--- config.mk ---
export PLATFORM = sky130hd
export DESIGN_NAME = hptw_walker
export DESIGN_NICKNAME = d
export VERILOG_FILES = /design/src/rtl/hptw_pkg.sv /design/src/rtl/hptw_regs.sv /design/src/rtl/hptw_hash.sv /design/src/rtl/hptw_perm.sv /design/src/rtl/hptw_walker.sv
export SDC_FILE = /design/constraint.sdc
export NUM_CORES = 1
export LEC_CHECK = 0
export CAP_MARGIN = 20
export CORE_MARGIN = 5
export CORE_UTILIZATION = 43
export CTS_BUF_LIST = sky130_fd_sc_hd__clkbuf_4 sky130_fd_sc_hd__clkbuf_8
export CTS_CLUSTER_SIZE = 8
export DETAILED_ROUTE_END_ITERATION = 7
export PLACE_DENSITY = 0.64
export RECOVER_POWER = 25
export SLEW_MARGIN = 30
export SYNTH_ARGS = -nofsm -noshare
export SYNTH_HDL_FRONTEND = slang
export SYNTH_SLANG_ARGS = --single-unit
--- constraint.sdc ---
create_clock -name clk -period 4.2 [get_ports clk]
set_input_delay 0.84 -clock clk [delete_from_list [all_inputs] [get_ports clk]]
set_output_delay 0.84 -clock clk [all_outputs]
set_load 0.005 [all_outputs]
--- src/rtl/hptw_pkg.sv ---
`timescale 1ns/1ps
// Shared types for the hashed page table walker.
package hptw_pkg;
    typedef enum logic [1:0] {
        ST_NONE = 2'd0,
        ST_HIT  = 2'd1,
        ST_MISS = 2'd2,
        ST_PROT = 2'd3
    } walk_status_e;

    typedef enum logic [2:0] {
        W_IDLE,
        W_RD_TAG,
        W_WT_TAG,
        W_RD_PTE,
        W_WT_PTE,
        W_SET_REF,
        W_SET_CHG,
        W_RESP
    } walk_state_e;

    localparam int REF_POS = 8;
    localparam int CHG_POS = 7;
endpackage

--- src/rtl/hptw_regs.sv ---
`timescale 1ns/1ps
// Segment register file and table base register.
// Assumes writes are not issued while a walk is in flight.
module hptw_regs #(
    parameter int SEG_COUNT = 16,
    localparam int SEG_IDX_W = $clog2(SEG_COUNT)
) (
    input  logic                 clk,
    input  logic                 rst_n,
    input  logic                 cfg_we,
    input  logic [SEG_IDX_W:0]   cfg_sel,
    input  logic [31:0]          cfg_wdata,
    input  logic [SEG_IDX_W-1:0] rd_idx,
    output logic [31:0]          seg_out,
    output logic [15:0]          base_hi,
    output logic [8:0]           base_size
);
    logic [31:0] seg_q [SEG_COUNT];
    logic [24:0] base_q;
    logic        unused_cfg;

    assign unused_cfg = ^cfg_wdata[15:9];

    for (genvar g = 0; g < SEG_COUNT; g++) begin : g_seg
        // Load one segment register when addressed.
        always_ff @(posedge clk) begin
            if (!rst_n)
                seg_q[g] <= '0;
            else if (cfg_we && !cfg_sel[SEG_IDX_W] && cfg_sel[SEG_IDX_W-1:0] == SEG_IDX_W'(g))
                seg_q[g] <= cfg_wdata;
        end
    end

    // Load the base and size fields of the table register.
    always_ff @(posedge clk) begin
        if (!rst_n)
            base_q <= '0;
        else if (cfg_we && cfg_sel[SEG_IDX_W])
            base_q <= {cfg_wdata[31:16], cfg_wdata[8:0]};
    end

    assign seg_out   = seg_q[rd_idx];
    assign base_hi   = base_q[24:9];
    assign base_size = base_q[8:0];
endmodule

--- src/rtl/hptw_hash.sv ---
`timescale 1ns/1ps
// Computes the group address and compare word for one search pass.
// Purely combinational; sec selects the complemented hash.
module hptw_hash (
    input  logic [27:0] vsid,
    input  logic [15:0] page,
    input  logic [15:0] base_hi,
    input  logic [8:0]  base_size,
    input  logic        sec,
    output logic [31:0] grp_addr,
    output logic [31:0] cmp_word
);
    logic [31:0] hash_raw;
    logic [31:0] hash_sel;
    logic [31:0] hash_mask;

    // Hash, optional complement, mask by the table size.
    always_comb begin
        hash_raw  = {4'b0, vsid ^ {12'b0, page}} << 6;
        hash_sel  = sec ? ~hash_raw : hash_raw;
        hash_mask = {7'b0, base_size, 16'hFFC0};
        grp_addr  = {base_hi, 16'h0000} | (hash_sel & hash_mask);
    end

    assign cmp_word = {1'b1, vsid[23:0], sec, page[15:10]};
endmodule

--- src/rtl/hptw_perm.sv ---
`timescale 1ns/1ps
// Protection decode: segment key plus entry protection bits.
module hptw_perm (
    input  logic       key_user,
    input  logic       key_super,
    input  logic       user_mode,
    input  logic [1:0] pp,
    output logic       may_rd,
    output logic       may_wr
);
    logic [2:0] code;

    assign code = {user_mode ? key_user : key_super, pp};

    // Map the 3-bit code to read/write permission.
    always_comb begin
        case (code)
            3'd0, 3'd1, 3'd2, 3'd6: begin may_rd = 1'b1; may_wr = 1'b1; end
            3'd3, 3'd5, 3'd7:       begin may_rd = 1'b1; may_wr = 1'b0; end
            default:                begin may_rd = 1'b0; may_wr = 1'b0; end
        endcase
    end
endmodule

--- src/rtl/hptw_walker.sv ---
`timescale 1ns/1ps
// Hashed page table walker top. One request at a time; scans the
// primary group, then the secondary group, decodes protection and
// sets referenced/changed flags with byte writes.
// Assumes configuration is quiet while a walk is in progress.
module hptw_walker
    import hptw_pkg::*;
#(
    parameter int SEG_COUNT     = 16,
    parameter int GROUP_ENTRIES = 8,
    localparam int SEG_IDX_W = $clog2(SEG_COUNT),
    localparam int ENT_IDX_W = $clog2(GROUP_ENTRIES)
) (
    input  logic               clk,
    input  logic               rst_n,
    input  logic               cfg_we,
    input  logic [SEG_IDX_W:0] cfg_sel,
    input  logic [31:0]        cfg_wdata,
    input  logic               req_valid,
    output logic               req_ready,
    input  logic [31:0]        req_ea,
    input  logic               req_write,
    input  logic               req_user,
    output logic               rsp_valid,
    output logic [1:0]         rsp_status,
    output logic [31:0]        rsp_raddr,
    output logic               mem_req_valid,
    input  logic               mem_req_ready,
    output logic               mem_req_we,
    output logic [31:0]        mem_req_addr,
    output logic [3:0]         mem_req_be,
    output logic [31:0]        mem_req_wdata,
    input  logic               mem_rsp_valid,
    input  logic [31:0]        mem_rsp_data
);
    localparam logic [ENT_IDX_W-1:0] LAST_IDX = ENT_IDX_W'(GROUP_ENTRIES - 1);

    walk_state_e          state_q, state_d;
    walk_status_e         stat_q, stat_d;
    logic [31:0]          ea_q, ea_d;
    logic [31:0]          lo_q, lo_d;
    logic [ENT_IDX_W-1:0] idx_q, idx_d;
    logic                 wr_q, wr_d, usr_q, usr_d, sec_q, sec_d;

    logic [31:0] seg_word;
    logic [15:0] base_hi;
    logic [8:0]  base_size;
    logic [31:0] grp_addr, cmp_word, tag_addr;
    logic [1:0]  pp_cur;
    logic        perm_rd, perm_wr;
    logic        unused_seg;

    assign unused_seg = ^seg_word[31] ^ seg_word[28];

    hptw_regs #(.SEG_COUNT(SEG_COUNT)) u_regs (
        .clk       (clk),
        .rst_n     (rst_n),
        .cfg_we    (cfg_we),
        .cfg_sel   (cfg_sel),
        .cfg_wdata (cfg_wdata),
        .rd_idx    (ea_q[31 -: SEG_IDX_W]),
        .seg_out   (seg_word),
        .base_hi   (base_hi),
        .base_size (base_size)
    );

    hptw_hash u_hash (
        .vsid      (seg_word[27:0]),
        .page      (ea_q[27:12]),
        .base_hi   (base_hi),
        .base_size (base_size),
        .sec       (sec_q),
        .grp_addr  (grp_addr),
        .cmp_word  (cmp_word)
    );

    // Protection bits come straight from the returning word in the
    // cycle it arrives, otherwise from the captured lower word.
    assign pp_cur = (state_q == W_WT_PTE) ? mem_rsp_data[1:0] : lo_q[1:0];

    hptw_perm u_perm (
        .key_user  (seg_word[29]),
        .key_super (seg_word[30]),
        .user_mode (usr_q),
        .pp        (pp_cur),
        .may_rd    (perm_rd),
        .may_wr    (perm_wr)
    );

    assign tag_addr  = grp_addr + (32'(idx_q) << 3);
    assign req_ready = (state_q == W_IDLE);

    // Next-state and memory-request decode of the walk sequence.
    always_comb begin
        state_d = state_q;
        stat_d  = stat_q;
        ea_d    = ea_q;
        lo_d    = lo_q;
        idx_d   = idx_q;
        wr_d    = wr_q;
        usr_d   = usr_q;
        sec_d   = sec_q;
        mem_req_valid = 1'b0;
        mem_req_we    = 1'b0;
        mem_req_be    = 4'b0000;
        mem_req_addr  = tag_addr;
        mem_req_wdata = lo_q;
        rsp_valid     = 1'b0;
        case (state_q)
            W_IDLE: begin
                if (req_valid) begin
                    ea_d    = req_ea;
                    wr_d    = req_write;
                    usr_d   = req_user;
                    sec_d   = 1'b0;
                    idx_d   = '0;
                    state_d = W_RD_TAG;
                end
            end
            W_RD_TAG: begin
                mem_req_valid = 1'b1;
                if (mem_req_ready) state_d = W_WT_TAG;
            end
            W_WT_TAG: begin
                if (mem_rsp_valid) begin
                    if (mem_rsp_data == cmp_word) begin
                        state_d = W_RD_PTE;
                    end else if (idx_q == LAST_IDX) begin
                        if (!sec_q) begin
                            sec_d   = 1'b1;
                            idx_d   = '0;
                            state_d = W_RD_TAG;
                        end else begin
                            stat_d  = ST_MISS;
                            state_d = W_RESP;
                        end
                    end else begin
                        idx_d   = idx_q + 1'b1;
                        state_d = W_RD_TAG;
                    end
                end
            end
            W_RD_PTE: begin
                mem_req_valid = 1'b1;
                mem_req_addr  = tag_addr | 32'h4;
                if (mem_req_ready) state_d = W_WT_PTE;
            end
            W_WT_PTE: begin
                if (mem_rsp_valid) begin
                    lo_d   = mem_rsp_data;
                    stat_d = (!perm_rd || (wr_q && !perm_wr)) ? ST_PROT : ST_HIT;
                    if (perm_rd && !mem_rsp_data[REF_POS])
                        state_d = W_SET_REF;
                    else if (wr_q && perm_wr && !mem_rsp_data[CHG_POS])
                        state_d = W_SET_CHG;
                    else
                        state_d = W_RESP;
                end
            end
            W_SET_REF: begin
                mem_req_valid = 1'b1;
                mem_req_we    = 1'b1;
                mem_req_be    = 4'b0010;
                mem_req_addr  = tag_addr | 32'h4;
                mem_req_wdata = lo_q | (32'h1 << REF_POS);
                if (mem_req_ready) begin
                    lo_d    = lo_q | (32'h1 << REF_POS);
                    state_d = (wr_q && perm_wr && !lo_q[CHG_POS]) ? W_SET_CHG : W_RESP;
                end
            end
            W_SET_CHG: begin
                mem_req_valid = 1'b1;
                mem_req_we    = 1'b1;
                mem_req_be    = 4'b0001;
                mem_req_addr  = tag_addr | 32'h4;
                mem_req_wdata = lo_q | (32'h1 << CHG_POS);
                if (mem_req_ready) begin
                    lo_d    = lo_q | (32'h1 << CHG_POS);
                    state_d = W_RESP;
                end
            end
            W_RESP: begin
                rsp_valid = 1'b1;
                state_d   = W_IDLE;
            end
            default: state_d = W_IDLE;
        endcase
    end

    // Walk state registers.
    always_ff @(posedge clk) begin
        if (!rst_n) begin
            state_q <= W_IDLE;
            stat_q  <= ST_NONE;
            ea_q    <= '0;
            lo_q    <= '0;
            idx_q   <= '0;
            wr_q    <= 1'b0;
            usr_q   <= 1'b0;
            sec_q   <= 1'b0;
        end else begin
            state_q <= state_d;
            stat_q  <= stat_d;
            ea_q    <= ea_d;
            lo_q    <= lo_d;
            idx_q   <= idx_d;
            wr_q    <= wr_d;
            usr_q   <= usr_d;
            sec_q   <= sec_d;
        end
    end

    assign rsp_status = rsp_valid ? stat_q : ST_NONE;
    assign rsp_raddr  = (rsp_valid && stat_q != ST_MISS) ? {lo_q[31:12], ea_q[11:0]} : 32'h0;

    assert_addr_aligned_R4: assert property (@(posedge clk) disable iff (!rst_n)
        mem_req_valid |-> mem_req_addr[1:0] == 2'b00);
    assert_wr_needs_rd_R7: assert property (@(posedge clk) disable iff (!rst_n)
        perm_wr |-> perm_rd);
    assert_rsp_pulse_R8: assert property (@(posedge clk) disable iff (!rst_n)
        rsp_valid |=> !rsp_valid);
    assert_single_byte_R9: assert property (@(posedge clk) disable iff (!rst_n)
        (mem_req_valid && mem_req_we) |-> $countones(mem_req_be) == 1);
    assert_ref_data_R9: assert property (@(posedge clk) disable iff (!rst_n)
        (mem_req_valid && mem_req_we && mem_req_be == 4'b0010) |-> mem_req_wdata[REF_POS]);
    assert_chg_after_ref_R10: assert property (@(posedge clk) disable iff (!rst_n)
        (mem_req_valid && mem_req_we && mem_req_be == 4'b0001) |-> (mem_req_wdata[CHG_POS] && mem_req_wdata[REF_POS]));
    assert_busy_no_accept_R11: assert property (@(posedge clk) disable iff (!rst_n)
        (req_valid && req_ready) |=> !req_ready);
    assert_addr_hold_R11: assert property (@(posedge clk) disable iff (!rst_n)
        (mem_req_valid && !mem_req_ready) |=> $stable(mem_req_addr));
endmodule

==> impl_results.md <==
- Critical Path AT: 3.26 ns
- Clk pin slew, worst setup/hold paths: 0.06 ns
- Drt wl/cell: 25.7 microns
- Non-filler cells in the finished layout: 2999
- First-pass GRT wire length: 112000 microns
- Area grow syn2layout: 20.3%
- Worst hold path startpoint: ea_q[4]$_SDFFE_PN0P_
- Number of instances in the placed design: 2828
- R2r setup slk: 0.36 ns
- Pre-antenna DRT Iters: 6
- Post-synthesis cell area: 24800 sq um
- Hold Path Cell Cnt: 2
- Dpl ws: 0.276 ns
- Final slew viol count: 131
- Number of remaining DRC errors: 0
- Post-DP HPWL: 49100 microns
- Startpoint types: flip-flop
- Syn Inst Count: 1954
- TNS Setup: 0 ns
- Die Span Y: 250 microns
- Worst Path Class, Setup: reg -> out
- CP endpoint kind: output pin
- Lkg Pwr: 10.4 nW
- Cell count of the worst reg-to-reg path: 10
- Clock tree sinks: 520
- Most common cell after layout, fill and taps aside: edfxtp_1
- Starting Density: 43.2%
- Share of cells above drive strength 1: 17.2%
- Row cnt: 88
- Root buffer cell: clkbuf_8
- Synthesized flop and latch total: 520
- Overall Power: 12.1 mW
- Seq/Total Area, Yosys: 58.9%
- PwrDens: 406 nW/um^2
- Worst hold path type: reg -> reg
- DIE WIDTH: 250 microns
- Worst slew pin tran: 2.08 ns
- Total vias in the final route: 16555
- Clk_lat worst skew: 0.67 ns
- Worst EP required: 3.36 ns
- Bufs on Longest Clock Path: 3
- Asr flop ratio synth: 0%
- Initial antenna violation count: 7
- RR Endpoint: stat_q[1]$_SDFFE_PN0P_
- Overflow after GRT: 0
- Maxcap violations: 6
- IO Count: 215
- Vias in the first global route: 16822
- Synth Warn #: 0
- Final hold vios: 0
- Max Freq: 244 MHz
- Placer Congestion: 0.969
- TritonCTS clock tree: yes
- Setup Viol. Count Final: 0
- Tcrit/Tclk final: 97.6%
- Worst-path maximum fanout: 11
- Core Box Area: 57400 sq um
- Number of distinct library cells after synthesis: 72
- Mapped Avg Cell Area: 12.7 sq um
- RSZ-0062 raised after global routing: true
- Inserted Clock Buffers: 83
- Vias per inst: 5.52
- Worst clock skew: 0.0236 ns
- Fin nets: 2281
- Peak supply drop: 0.000198 V
- Outcome: finished with violations
- Hold Crit Endpoint: ea_q[4]$_SDFFE_PN0P_
- Global Route Usage Sum: 24.0%
- Post-layout min period: 4.10 ns
- Pin count of the biggest net entering global routing: 69
- Final WL: 76900 microns
- Rel. slew slack: -40.4%
- Ys flop type: edfxtp_1
- Antenna Nets Post-Route: 0
- Failing checks: capacitance limit, slew limit
- Worst setup margin: 0.0991 ns
- EDFF count, synth: 416
- H-tree Lvls: 3
- Worst hold slack: 0.458 ns
- Initial DRC Count: 2005
- Most frequent cells in the layout: edfxtp_1 (416), and2_1 (400), nand2_1 (221), clkdlybuf4s50_1 (196), dfxtp_1 (100)
- I/O Buffers: 210
- Die area: 62500 sq um
==> per-stage QoR <==
stage               area, sq um  util [%]
global placement          27900      48.6
floorplan                 24800         -
global route              29800      51.9
detailed placement        27900      48.7
CTS                       29700      51.8
finish                    29800      51.9
==> worst max path at each step <==
stage	end	slack, ns
2_1_floorplan	u_regs.seg_q[2][0]$_SDFFCE_PN0P_	0.28
3_3_place_gp	stat_q[1]$_SDFFE_PN0P_	0.30
3_5_place_dp	stat_q[1]$_SDFFE_PN0P_	0.28
4_1_cts	mem_req_addr[22]	0.002
5_1_grt	mem_req_addr[17]	-0.002
6_report	mem_req_addr[11]	0.1
==> state kept, by name, indices dropped and copies added (netlist names), named ones only <==
signal         flops
u_regs.seg_q     416
u_regs.base_q     25
ea_q              32
idx_q              3
sec_q              1
stat_q             2
wr_q               1
lo_q              32
usr_q              1
state_q            3
==> kinds of logic (layout without fill, tap and decap cells) <==
logic type | count (synthesis) | after routing | synth area share, %
adder cells (fa/ha/maj) | 2 | 2 | 0.101
XOR/XNOR | 62 | 62 | 2.19
flip-flops | 520 | 520 | 58.9
multiplexers | 154 | 154 | 11.0
AO/OA/AOI/OAI | 217 | 217 | 6.16
buffers and inverters | 194 | 468 | 3.91
other | 1 | 7 | 0.0151
AND/OR/NAND/NOR | 804 | 804 | 17.8
==> power by group <==
part	internal [mW]	switching (mW)	total, mW	leakage, nW
clock network	2.31	1.99	4.30	0.859
registers	5.84	0.116	5.95	4.81
logic	0.822	1.02	1.84	4.73
==> cell type report <==
type,count,area [sq um]
Inverter,11,41.3
Multi-Input combinational cell,1243,9490
Antenna cell,3,7.51
Clock buffer,130,1530
Sequential cell,520,14600
Fill cell,4844,27600
Timing Repair Buffer,311,3080
Clock inverter,16,88.8
Tap cell,765,957
==> metal layers <==
layer | GRT usage, % | vias to the layer above | routed length (microns)
met5 | 0 | - | 13
met4 | 8.64 | 2 | 2350
met3 | 4.97 | 145 | 6700
met2 | 40.4 | 790 | 37400
met1 | 31.1 | 8269 | 30400
li1 | - | 7349 | -
==> Yosys cell counts (3+ instances only) <==
master / count / share of area (%)
and2_1: 458 / 12
edfxtp_1: 416 / 50
nand2_1: 221 / 3.3
clkbuf_1: 113 / 1.7
dfxtp_1: 104 / 8.4
a21boi_0: 91 / 2.8
mux4_2: 89 / 8.1
mux2i_1: 54 / 2.2
xnor2_1: 47 / 1.7
buf_4: 42 / 1.3
nor2_1: 41 / 0.62
o21ai_0: 36 / 0.73
a21oi_1: 19 / 0.38
buf_2: 15 / 0.30
xor2_1: 15 / 0.53
a22oi_1: 12 / 0.36
nand3_1: 11 / 0.22
nor3_1: 11 / 0.22
and3_1: 9 / 0.23
inv_1: 9 / 0.14
a21o_1: 8 / 0.24
a221oi_1: 8 / 0.28
mux2_2: 8 / 0.36
nand4_1: 8 / 0.20
buf_6: 7 / 0.32
nor2b_1: 7 / 0.18
a221o_1: 5 / 0.20
a31oi_1: 5 / 0.13
buf_1: 5 / 0.076
nand2b_1: 5 / 0.13
nor4_1: 5 / 0.13
o22ai_1: 5 / 0.13
or2_2: 4 / 0.10
or3_1: 4 / 0.10
a211o_1: 3 / 0.11
mux4_1: 3 / 0.32
nand3b_1: 3 / 0.091
nand4b_1: 3 / 0.11
==> what timing repair did <==
item / in CTS / in global routing
pin swaps: 2 / 3
setup endpoints to repair: 16 / 20
buffers inserted: 9 / 11
cloned: 2 / 0
hold buffers: 0 / 0
resized for setup: 14 / 17
==> worst max-delay path, cell delays in order, from the launching register on <==
cell	delay (ns)
dfxtp_4	0.39
bufbuf_16	0.30
mux2_2	0.22
a2bb2oi_1	0.40
a21oi_1	0.14
a31oi_1	0.40
xnor2_1	0.18
clkdlybuf4s50_1	0.55
(Power assumes the default switching activity.)
